===== config.mk =====
export PLATFORM = sky130hd
export DESIGN_NAME = bcd_calendar_rtc
export DESIGN_NICKNAME = d
export VERILOG_FILES = /design/src/rtl/rtc_pkg.sv /design/src/rtl/rtc_prescaler.sv /design/src/rtl/rtc_calendar.sv /design/src/rtl/rtc_regs.sv /design/src/rtl/bcd_calendar_rtc.sv
export SDC_FILE = /design/constraint.sdc
export NUM_CORES = 1
export LEC_CHECK = 0
export ABC_AREA = 1
export CORE_MARGIN = 1.5
export CORE_UTILIZATION = 55
export CTS_CLUSTER_SIZE = 12
export DETAILED_ROUTE_END_ITERATION = 7
export PLACE_DENSITY = 0.76
export SYNTH_ARGS = -nofsm -noshare
export SYNTH_HDL_FRONTEND = slang
export SYNTH_HIERARCHICAL = 1
export SYNTH_SLANG_ARGS = --single-unit
export TNS_END_PERCENT = 5

===== constraint.sdc =====
create_clock -name clk -period 4.5 [get_ports clk]
set_clock_uncertainty 0.2 [all_clocks]
set_input_delay 0.675 -clock clk [delete_from_list [all_inputs] [get_ports clk]]
set_output_delay 0.675 -clock clk [all_outputs]
set_load 0.01 [all_outputs]

===== src/rtl/rtc_pkg.sv =====
package rtc_pkg;

  localparam int unsigned N_FIELDS = 7;

  localparam int unsigned F_SEC  = 0;
  localparam int unsigned F_MIN  = 1;
  localparam int unsigned F_HOUR = 2;
  localparam int unsigned F_DAY  = 3;
  localparam int unsigned F_MON  = 4;
  localparam int unsigned F_YEAR = 5;
  localparam int unsigned F_WDAY = 6;

  localparam logic [7:0] OFS_CTRL = 8'h40;
  localparam logic [7:0] OFS_STAT = 8'h44;

  typedef logic [N_FIELDS-1:0][7:0] cal_t;

  localparam cal_t CAL_RESET = {8'h00, 8'h00, 8'h01, 8'h01, 8'h00, 8'h00, 8'h00};

  function automatic logic [7:0] field_mask(input logic [2:0] idx);
    case (idx)
      3'd0, 3'd1: return 8'h7F;
      3'd2, 3'd3: return 8'h3F;
      3'd4:       return 8'h1F;
      3'd5:       return 8'hFF;
      3'd6:       return 8'h07;
      default:    return 8'h00;
    endcase
  endfunction

  function automatic logic is_time_ofs(input logic [7:0] ofs);
    return (ofs[7:5] == 3'b000) && (ofs[1:0] == 2'b00) && (ofs[4:2] != 3'b111);
  endfunction

  function automatic logic [7:0] bcd_to_bin(input logic [7:0] v);
    return ({4'b0, v[7:4]} * 8'd10) + {4'b0, v[3:0]};
  endfunction

  function automatic logic [7:0] bcd_step(input logic [7:0] v);
    if (v[3:0] >= 4'd9) return {v[7:4] + 4'd1, 4'd0};
    else                return {v[7:4], v[3:0] + 4'd1};
  endfunction

  function automatic logic [7:0] month_days(input logic [7:0] mon_bin,
                                            input logic [7:0] yr_bin);
    case (mon_bin)
      8'd2:                    return (yr_bin[1:0] == 2'b00) ? 8'd29 : 8'd28;
      8'd4, 8'd6, 8'd9, 8'd11: return 8'd30;
      default:                 return 8'd31;
    endcase
  endfunction

endpackage


===== src/rtl/rtc_prescaler.sv =====
module rtc_prescaler #(
  parameter int unsigned TICKS_PER_SEC = 32768,
  parameter int unsigned CNT_W         = 15
) (
  input  logic             clk,
  input  logic             rst_n,
  input  logic             tick_en,
  input  logic             run,
  input  logic             restart,
  output logic             sec_pulse,
  output logic             busy,
  output logic [CNT_W-1:0] count
);

  localparam logic [CNT_W-1:0] LAST = CNT_W'(TICKS_PER_SEC - 1);

  logic [CNT_W-1:0] cnt_q, cnt_d;
  logic             cnt_en;
  logic             at_last;

  always_comb begin
    at_last   = (cnt_q == LAST);
    busy      = run & at_last;
    sec_pulse = run & tick_en & at_last & ~restart;
    cnt_en    = restart | (run & tick_en);
    if (restart || at_last) cnt_d = '0;
    else                    cnt_d = cnt_q + CNT_W'(1);
  end

  always_ff @(posedge clk or negedge rst_n) begin
    if (!rst_n)      cnt_q <= '0;
    else if (cnt_en) cnt_q <= cnt_d;
  end

  assign count = cnt_q;

endmodule


===== src/rtl/rtc_calendar.sv =====
module rtc_calendar
  import rtc_pkg::*;
(
  input  logic       clk,
  input  logic       rst_n,
  input  logic       sec_pulse,
  input  logic       wr_en,
  input  logic [2:0] wr_idx,
  input  logic [7:0] wr_data,
  output cal_t       cal,
  output logic       min_roll,
  output logic       hour_roll,
  output logic       day_roll
);

  cal_t cal_q, cal_d;
  logic cal_en;
  logic s_wrap, m_wrap, h_wrap, d_wrap, mo_wrap, y_wrap;

  always_comb begin
    s_wrap  = bcd_to_bin(cal_q[F_SEC])  >= 8'd59;
    m_wrap  = bcd_to_bin(cal_q[F_MIN])  >= 8'd59;
    h_wrap  = bcd_to_bin(cal_q[F_HOUR]) >= 8'd23;
    d_wrap  = bcd_to_bin(cal_q[F_DAY])  >=
              month_days(bcd_to_bin(cal_q[F_MON]), bcd_to_bin(cal_q[F_YEAR]));
    mo_wrap = bcd_to_bin(cal_q[F_MON])  >= 8'd12;
    y_wrap  = bcd_to_bin(cal_q[F_YEAR]) >= 8'd99;

    min_roll  = sec_pulse & s_wrap;
    hour_roll = min_roll & m_wrap;
    day_roll  = hour_roll & h_wrap;
  end

  always_comb begin
    cal_d  = cal_q;
    cal_en = wr_en | sec_pulse;
    if (wr_en) begin
      cal_d[wr_idx] = wr_data & field_mask(wr_idx);
    end else if (sec_pulse) begin
      cal_d[F_SEC] = s_wrap ? 8'h00 : bcd_step(cal_q[F_SEC]);
      if (min_roll)
        cal_d[F_MIN] = m_wrap ? 8'h00 : bcd_step(cal_q[F_MIN]);
      if (hour_roll)
        cal_d[F_HOUR] = h_wrap ? 8'h00 : bcd_step(cal_q[F_HOUR]);
      if (day_roll) begin
        cal_d[F_DAY]  = d_wrap ? 8'h01 : bcd_step(cal_q[F_DAY]);
        cal_d[F_WDAY] = (cal_q[F_WDAY] >= 8'd6) ? 8'h00 : cal_q[F_WDAY] + 8'd1;
        if (d_wrap) begin
          cal_d[F_MON] = mo_wrap ? 8'h01 : bcd_step(cal_q[F_MON]);
          if (mo_wrap)
            cal_d[F_YEAR] = y_wrap ? 8'h00 : bcd_step(cal_q[F_YEAR]);
        end
      end
    end
  end

  always_ff @(posedge clk or negedge rst_n) begin
    if (!rst_n)      cal_q <= CAL_RESET;
    else if (cal_en) cal_q <= cal_d;
  end

  assign cal = cal_q;

endmodule


===== src/rtl/rtc_regs.sv =====
module rtc_regs
  import rtc_pkg::*;
(
  input  logic       clk,
  input  logic       rst_n,
  input  logic       wr_stb,
  input  logic [7:0] addr,
  input  logic [7:0] wdata,
  input  logic       sec_pulse,
  input  logic       min_roll,
  input  logic       hour_roll,
  input  logic       day_roll,
  input  logic       busy,
  input  cal_t       cal,
  output logic       run,
  output logic [3:0] events,
  output logic [7:0] rdata
);

  logic       run_q, run_d, mode_q, mode_d, ctrl_en;
  logic [3:0] ev_q, ev_d, ev_set, ev_clr;
  logic       ev_en, stat_wr;

  always_comb begin
    ctrl_en = wr_stb && (addr == OFS_CTRL);
    run_d   = wdata[0];
    mode_d  = wdata[3];
    stat_wr = wr_stb && (addr == OFS_STAT);
    ev_set  = {day_roll, hour_roll, min_roll, sec_pulse};
    ev_clr  = stat_wr ? wdata[5:2] : 4'b0000;
    ev_d    = (ev_q & ~ev_clr) | ev_set;
    ev_en   = stat_wr | (|ev_set);
  end

  always_ff @(posedge clk or negedge rst_n) begin
    if (!rst_n) begin
      run_q  <= 1'b0;
      mode_q <= 1'b0;
    end else if (ctrl_en) begin
      run_q  <= run_d;
      mode_q <= mode_d;
    end
  end

  always_ff @(posedge clk or negedge rst_n) begin
    if (!rst_n)     ev_q <= 4'b0000;
    else if (ev_en) ev_q <= ev_d;
  end

  always_comb begin
    if (is_time_ofs(addr))     rdata = cal[addr[4:2]];
    else if (addr == OFS_CTRL) rdata = {4'b0000, mode_q, 2'b00, run_q};
    else if (addr == OFS_STAT) rdata = {2'b00, ev_q, run_q, busy};
    else                       rdata = 8'h00;
  end

  assign run    = run_q;
  assign events = ev_q;

endmodule


===== src/rtl/bcd_calendar_rtc.sv =====
module bcd_calendar_rtc
  import rtc_pkg::*;
#(
  parameter int unsigned TICKS_PER_SEC = 32768
) (
  input  logic       clk,
  input  logic       rst_n,
  input  logic       tick_en,
  input  logic       bus_sel,
  input  logic       bus_wr,
  input  logic [7:0] bus_addr,
  input  logic [7:0] bus_wdata,
  output logic [7:0] bus_rdata
);

  localparam int unsigned PRESC_W = (TICKS_PER_SEC > 2) ? $clog2(TICKS_PER_SEC) : 1;

  logic [1:0]         rst_sync_q;
  logic               core_rst_n;
  logic               wr_stb, time_wr;
  logic               run, busy, sec_pulse;
  logic               min_roll, hour_roll, day_roll;
  logic [PRESC_W-1:0] presc;
  logic [3:0]         events;
  cal_t               cal;

  always_ff @(posedge clk or negedge rst_n) begin
    if (!rst_n) rst_sync_q <= 2'b00;
    else        rst_sync_q <= {rst_sync_q[0], 1'b1};
  end
  assign core_rst_n = rst_sync_q[1];

  always_comb begin
    wr_stb  = bus_sel & bus_wr;
    time_wr = wr_stb & is_time_ofs(bus_addr);
  end

  rtc_prescaler #(
    .TICKS_PER_SEC(TICKS_PER_SEC),
    .CNT_W        (PRESC_W)
  ) u_presc (
    .clk      (clk),
    .rst_n    (core_rst_n),
    .tick_en  (tick_en),
    .run      (run),
    .restart  (time_wr),
    .sec_pulse(sec_pulse),
    .busy     (busy),
    .count    (presc)
  );

  rtc_calendar u_cal (
    .clk      (clk),
    .rst_n    (core_rst_n),
    .sec_pulse(sec_pulse),
    .wr_en    (time_wr),
    .wr_idx   (bus_addr[4:2]),
    .wr_data  (bus_wdata),
    .cal      (cal),
    .min_roll (min_roll),
    .hour_roll(hour_roll),
    .day_roll (day_roll)
  );

  rtc_regs u_regs (
    .clk      (clk),
    .rst_n    (core_rst_n),
    .wr_stb   (wr_stb),
    .addr     (bus_addr),
    .wdata    (bus_wdata),
    .sec_pulse(sec_pulse),
    .min_roll (min_roll),
    .hour_roll(hour_roll),
    .day_roll (day_roll),
    .busy     (busy),
    .cal      (cal),
    .run      (run),
    .events   (events),
    .rdata    (bus_rdata)
  );

endmodule


# Word level (Yosys, flattened, before mapping)
# Index checks and enable logic that the tools add are counted.
[classes] add_sub_neg=20 n_bitwise=17 n_reduce_logical=38 eq_ne=15 order_cmp=15 mux=34 mul=6
[op_table] cell="8-bit two-way mux" n=21
[op_table] cell="56-bit two-way mux" n=2
[op_table] cell="56-bit bitwise mux" n=1
[op_table] cell="4-bit by 1-bit adder with 4-bit output (second input constant)" n=12
[op_table] cell="8-bit by 4-bit adder with 8-bit output" n=6
[op_table] cell="4-bit by 3-bit multiplier with 7-bit output (second input constant)" n=6
[op_table] cell="8-bit case mux with 5 select lines" n=1
[op_table] cell="32-bit two-way mux" n=1
[op_table] cell="8-bit binary-select mux with 3-bit select" n=1
[op_table] cell="8-bit demux with 3-bit select" n=1
[op_table] cell="4-bit >= comparator (second input constant)" n=6
[op_table] cell="3-bit nonzero test" n=6
[op_table] cell="8-bit by 3-bit equality test with 1-bit output (second input constant)" n=2
[op_table] cell="8-bit by 4-bit equality test with 1-bit output (second input constant)" n=2
[op_table] cell="8-bit by 7-bit equality test with 1-bit output (second input constant)" n=2
[op_table] cell="8-bit by 6-bit >= comparator with 1-bit output (second input constant)" n=2
[op_table] cell="16-bit two-way mux" n=1
[op_table] cell="8-bit case mux with 2 select lines" n=1
[op_table] cell="4-bit AND reduction" n=4
[op_table] cell="15-bit by 1-bit adder with 15-bit output (second input constant)" n=1
[op_table] cell="15-bit equality test (second input constant)" n=1
[op_table] cell="15-bit two-way mux" n=1
[op_table] cell="3-bit AND reduction" n=4
[op_table] cell="2-bit nonzero test" n=6
[op_table] cell="32 further kinds" n=54
[totals] regBits=79 input_bits=21 wordCells=163 output_inout_bits=8

# Longest topological paths before layout
# Gate-level depths: netlist of run 1.
[depth] ltp_word=12 ltp_mapped=23 depth_no_buf=23

# Hierarchy
# The synthesis of run 1 kept the hierarchy.
[by_module_without_submodules] mod="rtc_calendar" n_inst=1 seq_area_each_um2=1403.8 area_each_um2=5884.4 cells_each=846
[by_module_without_submodules] mod="rtc_regs" n_inst=1 seq_area_each_um2=150.1 area_each_um2=1136.1 cells_each=206
[by_module_without_submodules] mod="rtc_prescaler" n_inst=1 seq_area_each_um2=375.4 area_each_um2=924.6 cells_each=129
[by_module_without_submodules] mod="bcd_calendar_rtc" n_inst=1 seq_area_each_um2=50.0 area_each_um2=107.6 cells_each=16

# Worst setup path after synthesis of run 1
# No wires, ideal clock.
[synth_path] path_kind="register to register" startpoint="reg u_cal.cal_q, in the netlist u_cal/cal[37]" endpoint="reg u_cal.cal_q, in the netlist u_cal/cal[40]" required_ns=4.235 path_slack_ns=0.918 period_less_slack_ns=3.582 arrival_ns=3.317 path_buffers=0 setup_time_ns=0.065 path_stages_with_launch=20 cell_sequence="dfrtp_1 ha_1 ha_1 fa_1 or2_2 nand2_1 nand2_1 nand2_1 nor2_4 o311ai_0 ha_1 o21ai_0 nand2_1 nand3_1 nor2_1 nor3_2 nor2_4 nand2_1 nand2_1 nand2_1"
[synth_between] elab_chain_cells=8 word_cells_on_any_way=14 classes_between="add/sub: 1; mul: 1; order compare: 2; eq/ne: 5; mux: 1; reduce/logical: 4"
[synth_lines] element="from (decl)" line="rtc_calendar.sv:16" text="cal_t cal_q, cal_d;"
[synth_lines] element="from (signal assigned)" line="rtc_calendar.sv:59" text="else if (cal_en) cal_q <= cal_d;"
[synth_lines] element="4-bit by 3-bit multiplier with 7-bit output *" line="rtc_pkg.sv:36" text="return ({4'b0, v[7:4]} * 8'd10) + {4'b0, v[3:0]};"
[synth_lines] element="8-bit by 4-bit adder with 8-bit output *" line="rtc_pkg.sv:36"
[synth_lines] element="8-bit by 3-bit equality test with 1-bit output or 8-bit by 4-bit equality test with 1-bit output (tied branches)" line="rtc_pkg.sv:46" text="case (mon_bin)"
[synth_lines] element="4-bit OR reduction" line="rtc_pkg.sv:46"
[synth_lines] element="8-bit case mux with 2 select lines" line="rtc_pkg.sv:46"
[synth_lines] element="8-bit >= comparator" line="rtc_calendar.sv:24" text="d_wrap = bcd_to_bin(cal_q[F_DAY]) >="
[synth_lines] element="2-bit nonzero test (no line)"
[synth_lines] element="5-bit AND reduction (no line) *"
# Every way passes the cells marked *; elsewhere a longest branch is shown, timed or not.
# A chain may end at the register's enable or synchronous reset.

# Final worst setup path of run 1
[layout_path] startpoint="reg u_cal.cal_q, in the netlist u_cal/cal[37]" endpoint="reg u_cal.cal_q, in the netlist u_cal/cal[36]"
[layout_between] elab_chain_cells=8 word_cells_on_any_way=19 classes_between="add/sub: 1; mul: 1; order compare: 2; eq/ne: 5; mux: 6; reduce/logical: 4"
[layout_lines] element="4-bit by 3-bit multiplier with 7-bit output *" line="rtc_pkg.sv:36"
[layout_lines] element="8-bit by 4-bit adder with 8-bit output *" line="rtc_pkg.sv:36"
[layout_lines] element="8-bit by 3-bit equality test with 1-bit output (tied with other cells)" line="rtc_pkg.sv:46"
[layout_lines] element="4-bit OR reduction or 8-bit two-way mux (tied branches)" line="rtc_pkg.sv:46, rtc_calendar.sv:49"
[layout_lines] element="8-bit case mux with 2 select lines or 16-bit two-way mux (tied branches)" line="rtc_pkg.sv:46, rtc_calendar.sv:48"
[layout_lines] element="8-bit >= comparator or 32-bit two-way mux (tied branches)" line="rtc_calendar.sv:24, rtc_calendar.sv:45"
[layout_lines] element="2-bit nonzero test (no line) or 56-bit two-way mux (tied branches)"
[layout_lines] element="5-bit AND reduction (no line) or 56-bit two-way mux (tied branches)"
# Every way passes the cells marked *; elsewhere a longest branch is shown, timed or not. The select of a mux whose other input is x is not followed.

==> results.json, run 1 <==
{
  "drive_gt1_frac": 0.0685,
  "wl_per_cell_um": 14.7,
  "dp_slack_ps": 443,
  "fin_ws_ps": 362,
  "core_um2": 14400,
  "num_antenna_cells": 0,
  "io-pin-count": 29,
  "synth_compound_area_frac": 0.0623,
  "die-height_um": 124,
  "viasPerCell": 5.58,
  "ys_ff_latch": 79,
  "drv_cap": 0,
  "reg2reg_from": "u_cal/cal[37]$_DFFE_PN0P_",
  "finalSetupViolCount": 0,
  "crit_chain": "ha_1 -> ha_1 -> fa_1 -> or2_2 -> nand2_1 -> nand2_1 -> nand2_1 -> nor2_4 -> o311ai_0 -> ha_1 -> o21ai_0 -> nand2_1 -> nand3_1 -> nor2_1 -> nor2_1 -> nand2_1 -> nand2_1 -> inv_1 -> nand3_2 -> nand2_1 -> nand2_1",
  "syn_nets": 1302,
  "syn_area_um2": 8050,
  "die_area_um2": 15400,
  "grt_pass1_wl_um": 33800,
  "pwr-share-comb": 0.114,
  "clkPwrFrac": 0.446,
  "grt_pass1_vias": 7008,
  "synth_ff_type": "dfrtp_1",
  "postLayoutCellArea_um2": 8750,
  "root_buffer": "clkbuf_16",
  "fmax_mhz": 242,
  "ys_warn_count": 6,
  "required_ps": 4540,
  "hold_path.class": "reg2reg",
  "clkTransAtPathRegs_ps": 70,
  "ys_types": 52,
  "power_w": 0.00176,
  "io_buffers": 28,
  "worst_slew_pin_slew_ps": 1020,
  "rsz0062_at_grt": "no",
  "swShare": 0.288,
  "h-tree-depth": 3,
  "start_kind": "register",
  "tritoncts": "yes",
  "grt_overflow": 0,
  "avgSynthCellArea_um2": 6.73,
  "clock-sinks": 79,
  "die_x_um": 124,
  "cts_hold_buffers": 0,
  "route.detailed.drc": 0,
  "num_vias": 7861,
  "critPathMaxStageDelay_ps": 520,
  "startpoint": "u_cal/cal[37]$_DFFE_PN0P_",
  "slew_headroom": 0.320,
  "final_cell_mix": "419 x nand2_1, 151 x inv_1, 108 x nand3_1, 78 x nor2_1, 76 x dfrtp_1",
  "synth-simple-area-share": 0.411,
  "switching_power_w": 0.000507,
  "dr.first_iter.drc_count": 860,
  "syn-instance-count": 1197,
  "postCtsSetupBuffers": 0,
  "clk_latency_ps": 360,
  "seq_area_frac_synth": 0.246,
  "synth_top_family_by_area": "simple AND/OR/NAND/NOR gates",
  "clockBufferDepth": 2,
  "intPower_w": 0.00125,
  "numCtsBuffers": 9,
  "place_hpwl_um": 15500,
  "r2r_cells": 21,
  "finalCriticalPeriod_ps": 4140,
  "ant_nets": 0,
  "end_kind": "register",
  "synth_edf_count": 0,
  "fin_nets": 1326,
  "synth_fa_ha_area_frac": 0.142,
  "post-route-util": 0.607,
  "track_usage": 0.281,
  "placedInstanceArea_um2": 8440,
  "place.gp.congestion": 0.929,
  "seq_power_share": 0.440,
  "period_share": 0.919,
  "vdd_drop_max_mv": 0.205,
  "slew_viol_final": 0,
  "async_flop_share": 1.00,
  "worstPathMaxFanout": 11,
  "cp_slowest_cell": "fa_1",
  "arrival_ps": 4170,
  "grt_max_degree": 78,
  "start_util": 0.558,
  "antenna_found_initial": 0,
  "wl_um": 20700,
  "final_common_cell": "nand2_1",
  "area_growth_pct": 8.65,
  "reg2reg_to": "u_cal/cal[36]$_DFFE_PN0P_",
  "first_pass_iters": 5,
  "p_leak_nw": 4.70,
  "synthXorXnorAreaFrac": 0.0392,
  "worstSetupEndpoint": "u_cal/cal[36]$_DFFE_PN0P_",
  "status": "complete, no violations",
  "setup-tns-final_ps": 0,
  "power_density_nw_per_um2": 201,
  "placementRows": 44,
  "finalHoldViolations": 0,
  "r2r_slack_ps": 360,
  "cp_common_cell": "nand2_1",
  "post_cts_resized": 0,
  "crit_type": "reg2reg",
  "muxShareOfSynthArea": 0
}
## final cells by class
cell class	count	area, um2
Timing Repair Buffer	35	345
Fill cell	1332	5670
Sequential cell	79	1980
Clock inverter	7	86.3
Multi-Input combinational cell	936	5270
Clock buffer	9	225
Tap cell	184	230
Inverter	160	608
## logic make-up after synthesis
group | after synthesis
adder cells (fa/ha/maj) | 84
other | 1
AO/OA/AOI/OAI | 87
flip-flops | 79
XOR/XNOR | 36
buffers and inverters | 182
AND/OR/NAND/NOR | 728
## sequential cells by signal (all words and copies together) (netlist names)
register / flops
u_regs/events: 4
u_presc/count: 15
u_regs/run: 1
u_cal/cal: 56
u_regs/mode_q: 1
rst_sync_q: 2
## routing by layer
metal / routed length [um] / global-route usage / vias up
met2: 9360 / 0.454 / 297
met4: 465 / 0.0874 / 0
met1: 9410 / 0.388 / 3616
met5: 0 / 0 / -
li1: - / - / 3909
met3: 1470 / 0.0408 / 39
## critical path: cells and delay by family (launching register included)
family / cells / cell delay [ps]
AND/OR/NAND/NOR: 14 / 1570
buffers and inverters: 1 / 110
adder cells (fa/ha/maj): 4 / 1390
flip-flops: 1 / 460
AO/OA/AOI/OAI: 2 / 290
## power by group through the flow
stage	sequential [W]	clock, W	combinational [W]
floorplan	0.000774	0	0.000140
global placement	0.000785	0	0.000190
detailed placement	0.000786	0	0.000194
CTS	0.000773	0.000791	0.000197
global route	0.000778	0.000819	0.000223
finish	0.000772	0.000783	0.000201
## stage by stage
step | std cells | hold slack (ps)
after floorplan | 1197 | 131
after global placement | 1394 | 137
after detailed placement | 1394 | 168
after CTS | 1410 | 185
after global routing | 1410 | 189
final | 1410 | 177
## cells in the mapped netlist, types with 2 or more instances
library cell | count | share of area
nand3b_1 | 11 | 0.010
nand3_1 | 108 | 0.067
nand3_2 | 9 | 0.011
a21oi_1 | 18 | 0.011
nand2_2 | 13 | 0.010
nor4_1 | 4 | 0.0031
ha_1 | 72 | 0.11
nor2_4 | 8 | 0.011
a21boi_0 | 4 | 0.0037
nor2_8 | 2 | 0.0050
buf_4 | 3 | 0.0028
nor2_2 | 7 | 0.0054
fa_1 | 12 | 0.030
o22ai_1 | 5 | 0.0039
xor2_1 | 20 | 0.022
nand2_1 | 419 | 0.20
or2_2 | 3 | 0.0023
inv_1 | 151 | 0.070
inv_2 | 6 | 0.0028
dfstp_2 | 2 | 0.0065
buf_2 | 5 | 0.0031
nor3_1 | 14 | 0.0087
o221ai_1 | 3 | 0.0033
nor2_1 | 78 | 0.036
dfrtp_1 | 77 | 0.24
xnor2_1 | 16 | 0.017
o21ai_1 | 11 | 0.0068
nand4_1 | 44 | 0.034
o21ai_0 | 36 | 0.022
buf_6 | 11 | 0.015
o211ai_1 | 4 | 0.0037
## worst min-delay path by stage
stage,start,to,slack (ps),depth (start not counted)
floorplan,rst_sync_q[0]$_DFF_PN0_,rst_sync_q[1]$_DFF_PN0_,130,0
global placement,rst_sync_q[0]$_DFF_PN0_,rst_sync_q[1]$_DFF_PN0_,140,0
detailed placement,rst_sync_q[0]$_DFF_PN0_,rst_sync_q[1]$_DFF_PN0_,170,0
CTS,rst_sync_q[0]$_DFF_PN0_,rst_sync_q[1]$_DFF_PN0_,180,0
global route,rst_sync_q[0]$_DFF_PN0_,rst_sync_q[1]$_DFF_PN0_,190,0
finish,rst_sync_q[0]$_DFF_PN0_,rst_sync_q[1]$_DFF_PN0_,180,0
Note: power is estimated with default switching activity, not from simulation.
==> inputs of run 2 (changes only) <==
--- a/config.mk
+++ b/config.mk
@@ -5,12 +5,11 @@
 export SDC_FILE = /design/constraint.sdc
 export NUM_CORES = 1
 export LEC_CHECK = 0
-export ABC_AREA = 1
 export CORE_MARGIN = 1.5
-export CORE_UTILIZATION = 55
+export CORE_UTILIZATION = 40
 export CTS_CLUSTER_SIZE = 12
 export DETAILED_ROUTE_END_ITERATION = 7
-export PLACE_DENSITY = 0.76
+export PLACE_DENSITY = 0.59
 export SYNTH_ARGS = -nofsm -noshare
 export SYNTH_HDL_FRONTEND = slang
 export SYNTH_HIERARCHICAL = 1
==> results.json, run 2 <==
{
  "ys_warn_count": 6,
  "numCtsBuffers": 9,
  "fin_ws_ps": 133,
  "root_buffer": "clkbuf_16",
  "clk_latency_ps": 350,
  "grt_overflow": 0,
  "drv_cap": 0,
  "dp_slack_ps": -169,
  "async_flop_share": 1.00,
  "crit_type": "reg2reg",
  "worstPathMaxFanout": 7,
  "synthTopCellsByArea": "dfrtp_1 26%, ha_1 12%, a21oi_1 3.2%",
  "wl_per_cell_um": 20.2,
  "first_pass_iters": 6,
  "clockBufferDepth": 2,
  "synth_ff_type": "dfrtp_1",
  "dr.first_iter.drc_count": 627,
  "start_kind": "register",
  "place.gp.congestion": 0.866,
  "finalSetupViolCount": 0,
  "final_common_cell": "dfrtp_1",
  "ant_nets": 0,
  "core_um2": 18100,
  "route.detailed.drc": 5,
  "wl_um": 22200,
  "placementRows": 49,
  "io_buffers": 28,
  "p_leak_nw": 3.63,
  "r2r_cells": 16,
  "tritoncts": "yes",
  "ys_types": 86,
  "cts_hold_buffers": 0,
  "place_hpwl_um": 16300,
  "fin_nets": 968,
  "vdd_drop_max_mv": 0.133,
  "postLayoutCellArea_um2": 8440,
  "finalCriticalPeriod_ps": 4370,
  "syn-instance-count": 823,
  "io-pin-count": 29,
  "setup-tns-final_ps": 0,
  "clock-sinks": 79,
  "num_antenna_cells": 0,
  "whs_ps": 156,
  "seq_area_frac_synth": 0.266,
  "hold_path.class": "reg2reg",
  "arrival_ps": 4410,
  "end_kind": "register",
  "syn_nets": 928,
  "synth.most_common_cell": "dfrtp_1",
  "required_ps": 4540,
  "finalHoldViolations": 0,
  "antenna_found_initial": 0,
  "grt_max_degree": 78,
  "period_share": 0.971,
  "grt_pass1_vias": 6372,
  "violations": "design-rule violations",
  "synth_top_area_share": 0.259,
  "h-tree-depth": 3,
  "fmax_mhz": 229,
  "avgSynthCellArea_um2": 9.04,
  "viasPerCell": 6.14,
  "synth_common_cells": "77 x dfrtp_1, 72 x ha_1, 62 x nor2_1",
  "synth_top_cell_by_area": "dfrtp_1",
  "fillers": 1762,
  "slew_viol_final": 0,
  "track_usage": 0.228,
  "power_density_nw_per_um2": 218,
  "drive_gt1_frac": 0.109,
  "ys_ff_latch": 79,
  "die-height_um": 139,
  "area_growth_pct": 13.5,
  "die_x_um": 139,
  "holdPathStages": 0,
  "worst_slew_pin_slew_ps": 1070,
  "post-route-util": 0.467,
  "syn_area_um2": 7440,
  "final_cell_mix": "76 x dfrtp_1, 72 x ha_1, 61 x nor2_1, 61 x nand2_1, 51 x inv_1",
  "largest_register_ffs": 56,
  "num_vias": 6739,
  "placedInstanceArea_um2": 8060,
  "status": "finished, violations left",
  "slew_headroom": 0.289,
  "start_util": 0.411,
  "die_area_um2": 19400,
  "clkTransAtPathRegs_ps": 70,
  "synth_edf_count": 0,
  "grt_pass1_wl_um": 35200
}
==> run 2: final timing paths <==
path                                            from  slack (ps)                         to
setup / recovery           u_cal/cal[37]$_DFFE_PN0P_         130  u_cal/cal[37]$_DFFE_PN0P_
hold / removal               rst_sync_q[0]$_DFF_PN0_         160    rst_sync_q[1]$_DFF_PN0_
setup reg to reg           u_cal/cal[37]$_DFFE_PN0P_         130  u_cal/cal[37]$_DFFE_PN0P_
hold reg to reg              rst_sync_q[0]$_DFF_PN0_         160    rst_sync_q[1]$_DFF_PN0_
max in group asynchronous    rst_sync_q[1]$_DFF_PN0_        3080  u_cal/cal[53]$_DFFE_PN0P_
min in group asynchronous                      rst_n         280    rst_sync_q[1]$_DFF_PN0_
==> run 2: layout make-up <==
type / count / area [um2] / area share
Clock inverter: 5 / 63.8 / 0.00756
Tap cell: 229 / 287 / 0.0339
Multi-Input combinational cell: 669 / 5200 / 0.616
Sequential cell: 79 / 1980 / 0.235
Timing Repair Buffer: 53 / 463 / 0.0548
Inverter: 51 / 191 / 0.0227
Clock buffer: 11 / 253 / 0.0299
==> run 2: critical path: stages (launching register included) <==
cell,delay (ps)
dfrtp_1,380
ha_1,320
ha_1,220
fa_2,570
nor2_1,60
and4_1,210
o32a_1,370
o21ai_0,110
ha_1,260
nand2b_1,150
a21oi_2,160
o221ai_1,150
a221oi_2,380
buf_4,210
buf_4,150
a21oi_2,70
a32o_1,270
==> run 2: logic make-up after synthesis <==
logic type,share of synthesized area
and+or+nand+nor,0.221
adders and majority gates,0.153
muxes,0.0580
DFF,0.266
buffers and inverters,0.0447
AOI/OAI and AO/OA,0.229
xor gates and xnor gates,0.0278
other,0.000504
==> run 2: power by group <==
group	total (W)	internal [W]	leakage (nW)	switching [W]
registers	0.000777	0.000729	1.00	0.0000481
logic	0.000269	0.000113	2.48	0.000156
clock network	0.000794	0.000466	0.153	0.000328
==> run 2: stage by stage <==
step,instances,power (W)
after floorplan,823,0.000953
after global placement,1080,0.00105
after detailed placement,1080,0.00105
after CTS,1096,0.00184
after global routing,1097,0.00190
final,1097,0.00184
==> run 2: layer usage <==
layer  GRT usage  routed length [um]  part of all wire
met3      0.0310                1090             0.049
met5           0                   0                 0
met1       0.319               10400              0.47
met4      0.0622                 335             0.015
met2       0.371               10400              0.47
==> run 2: what timing repair did <==
action,CTS,global route
pin swaps,1,4
buffers inserted,0,1
resized for setup,3,12
endpoints found under the setup margin,20,22
endpoints found under the hold margin,0,0
==> inputs of run 3 (changes only) <==
--- a/config.mk
+++ b/config.mk
@@ -6,10 +6,11 @@
 export NUM_CORES = 1
 export LEC_CHECK = 0
 export CORE_MARGIN = 1.5
-export CORE_UTILIZATION = 40
+export CORE_UTILIZATION = 50
 export CTS_CLUSTER_SIZE = 12
 export DETAILED_ROUTE_END_ITERATION = 7
-export PLACE_DENSITY = 0.59
+export PLACE_DENSITY = 0.71
+export SKIP_CTS_REPAIR_TIMING = 1
 export SYNTH_ARGS = -nofsm -noshare
 export SYNTH_HDL_FRONTEND = slang
 export SYNTH_HIERARCHICAL = 1
==> constraint.sdc (replaced) <==
create_clock -name clk -period 4.9 [get_ports clk]
set_clock_uncertainty 0.2 [all_clocks]
set_input_delay 0.735 -clock clk [delete_from_list [all_inputs] [get_ports clk]]
set_output_delay 0.735 -clock clk [all_outputs]
set_load 0.01 [all_outputs]
==> results.json, run 3 (synthesis gave the netlist of run 2 again) <==
{
  "status": "complete, no violations",
  "arrival_ps": 4660,
  "placedInstanceArea_um2": 7940,
  "fin_nets": 958,
  "wl_per_cell_um": 21.2,
  "startpoint": "u_cal/cal[37]$_DFFE_PN0P_",
  "clk_latency_ps": 350,
  "dr.first_iter.drc_count": 719,
  "whs_ps": 165,
  "required_ps": 4930,
  "period_share": 0.946,
  "final_common_cell": "dfrtp_1",
  "numCtsBuffers": 9,
  "placementRows": 44,
  "grt_pass1_wl_um": 36100,
  "worstSetupEndpoint": "u_cal/cal[45]$_DFFE_PN0P_",
  "area_growth_pct": 11.2,
  "h-tree-depth": 3,
  "crit_type": "reg2reg",
  "reg2reg_to": "u_cal/cal[45]$_DFFE_PN0P_",
  "use_met1": 0.394,
  "viasPerCell": 6.73,
  "clockBufferDepth": 2,
  "drv_cap": 0,
  "antenna_found_initial": 0,
  "postLayoutCellArea_um2": 8280,
  "slew_viol_final": 0,
  "reg2reg_from": "u_cal/cal[37]$_DFFE_PN0P_",
  "core_um2": 14500,
  "slew_headroom": 0.303,
  "grt_pass1_vias": 6735,
  "dp_slack_ps": -46.2,
  "num_vias": 7012,
  "r2r_cells": 16,
  "grtUsageMet3": 0.0436,
  "die-height_um": 125,
  "power_density_nw_per_um2": 201,
  "tritoncts": "yes",
  "worstPathMaxFanout": 14,
  "die_x_um": 125,
  "largest_register_ffs": 56,
  "grt_overflow": 0,
  "end_kind": "register",
  "wl_um": 22100,
  "r2r_slack_ps": 270,
  "io-pin-count": 29,
  "final_cell_mix": "76 x dfrtp_1, 72 x ha_1, 62 x nor2_1, 61 x nand2_1, 51 x inv_1",
  "dp_cells": 1026,
  "io_buffers": 28,
  "met2_usage": 0.456,
  "first_pass_iters": 7,
  "clock-sinks": 79,
  "grt_max_degree": 78,
  "fmax_mhz": 216,
  "finalHoldViolations": 0,
  "rsz0062_at_grt": "no",
  "num_antenna_cells": 0,
  "layout.cells.non_filler": 1042,
  "top_usage_layer": "met2",
  "power_w": 0.00166,
  "track_usage": 0.286,
  "finalCriticalPeriod_ps": 4630,
  "clkTransAtPathRegs_ps": 70,
  "place_hpwl_um": 16300,
  "finalSetupViolCount": 0,
  "drive_gt1_frac": 0.0886,
  "die_area_um2": 15600,
  "place.gp.congestion": 0.965,
  "route.detailed.drc": 0,
  "root_buffer": "clkbuf_16",
  "fin_ws_ps": 266,
  "worst_slew_pin_slew_ps": 1040,
  "p_leak_nw": 3.58,
  "vdd_drop_max_mv": 0.167,
  "hold_path.class": "reg2reg",
  "start_kind": "register",
  "start_util": 0.512,
  "ant_nets": 0
}
[run 3: power breakdown]
group | internal, W | switching, W
combinational | 0.000102 | 0.000140
sequential | 0.000670 | 0.0000477
clock | 0.000401 | 0.000304
total | 0.00117 | 0.000492
[run 3: worst min path at each step]
stage | to | startpoint | cells after the start
final | rst_sync_q[1]$_DFF_PN0_ | rst_sync_q[0]$_DFF_PN0_ | 0
after floorplan | rst_sync_q[1]$_DFF_PN0_ | rst_sync_q[0]$_DFF_PN0_ | 0
after detailed placement | rst_sync_q[1]$_DFF_PN0_ | rst_sync_q[0]$_DFF_PN0_ | 0
after global routing | rst_sync_q[1]$_DFF_PN0_ | rst_sync_q[0]$_DFF_PN0_ | 0
after CTS | rst_sync_q[1]$_DFF_PN0_ | rst_sync_q[0]$_DFF_PN0_ | 0
after global placement | rst_sync_q[1]$_DFF_PN0_ | rst_sync_q[0]$_DFF_PN0_ | 0
[run 3: area by class of cell]
cell class              count  area [um2]
fillers                  1281        6260
multi-input cells         669        5160
flip-flops and latches     79        1980
repair buffers             43         405
well taps                 184         230
clock buffers               9         225
inverters                  51         191
clock inverters             7        80.1
[run 3: through the flow]
stage               utilization  TNS [ps]
floorplan                     -         0
global placement          0.547         0
finish                    0.569         0
global route              0.569         0
CTS                       0.568      -265
detailed placement        0.547      -169
[run 3: critical path, cell delays in order, from the launching register on]
cell       delay (ps)
dfrtp_1           390
ha_1              330
ha_1              220
fa_1              590
nand2_1           120
a2111oi_4         320
o32a_1            250
o21ai_0           110
ha_1              270
nand2b_1          150
a21oi_1           140
o221ai_1          150
a221oi_2          380
buf_12            180
nor2_1            120
nand3_1           240
mux2_2            360
[run 3: routing by layer]
metal  wire length, um  vias to the layer above
li1                  -                     3187
met1              9580                     3417
met2             10300                      350
met3              1580                       58
met4               679                        0
met5                 0                        -
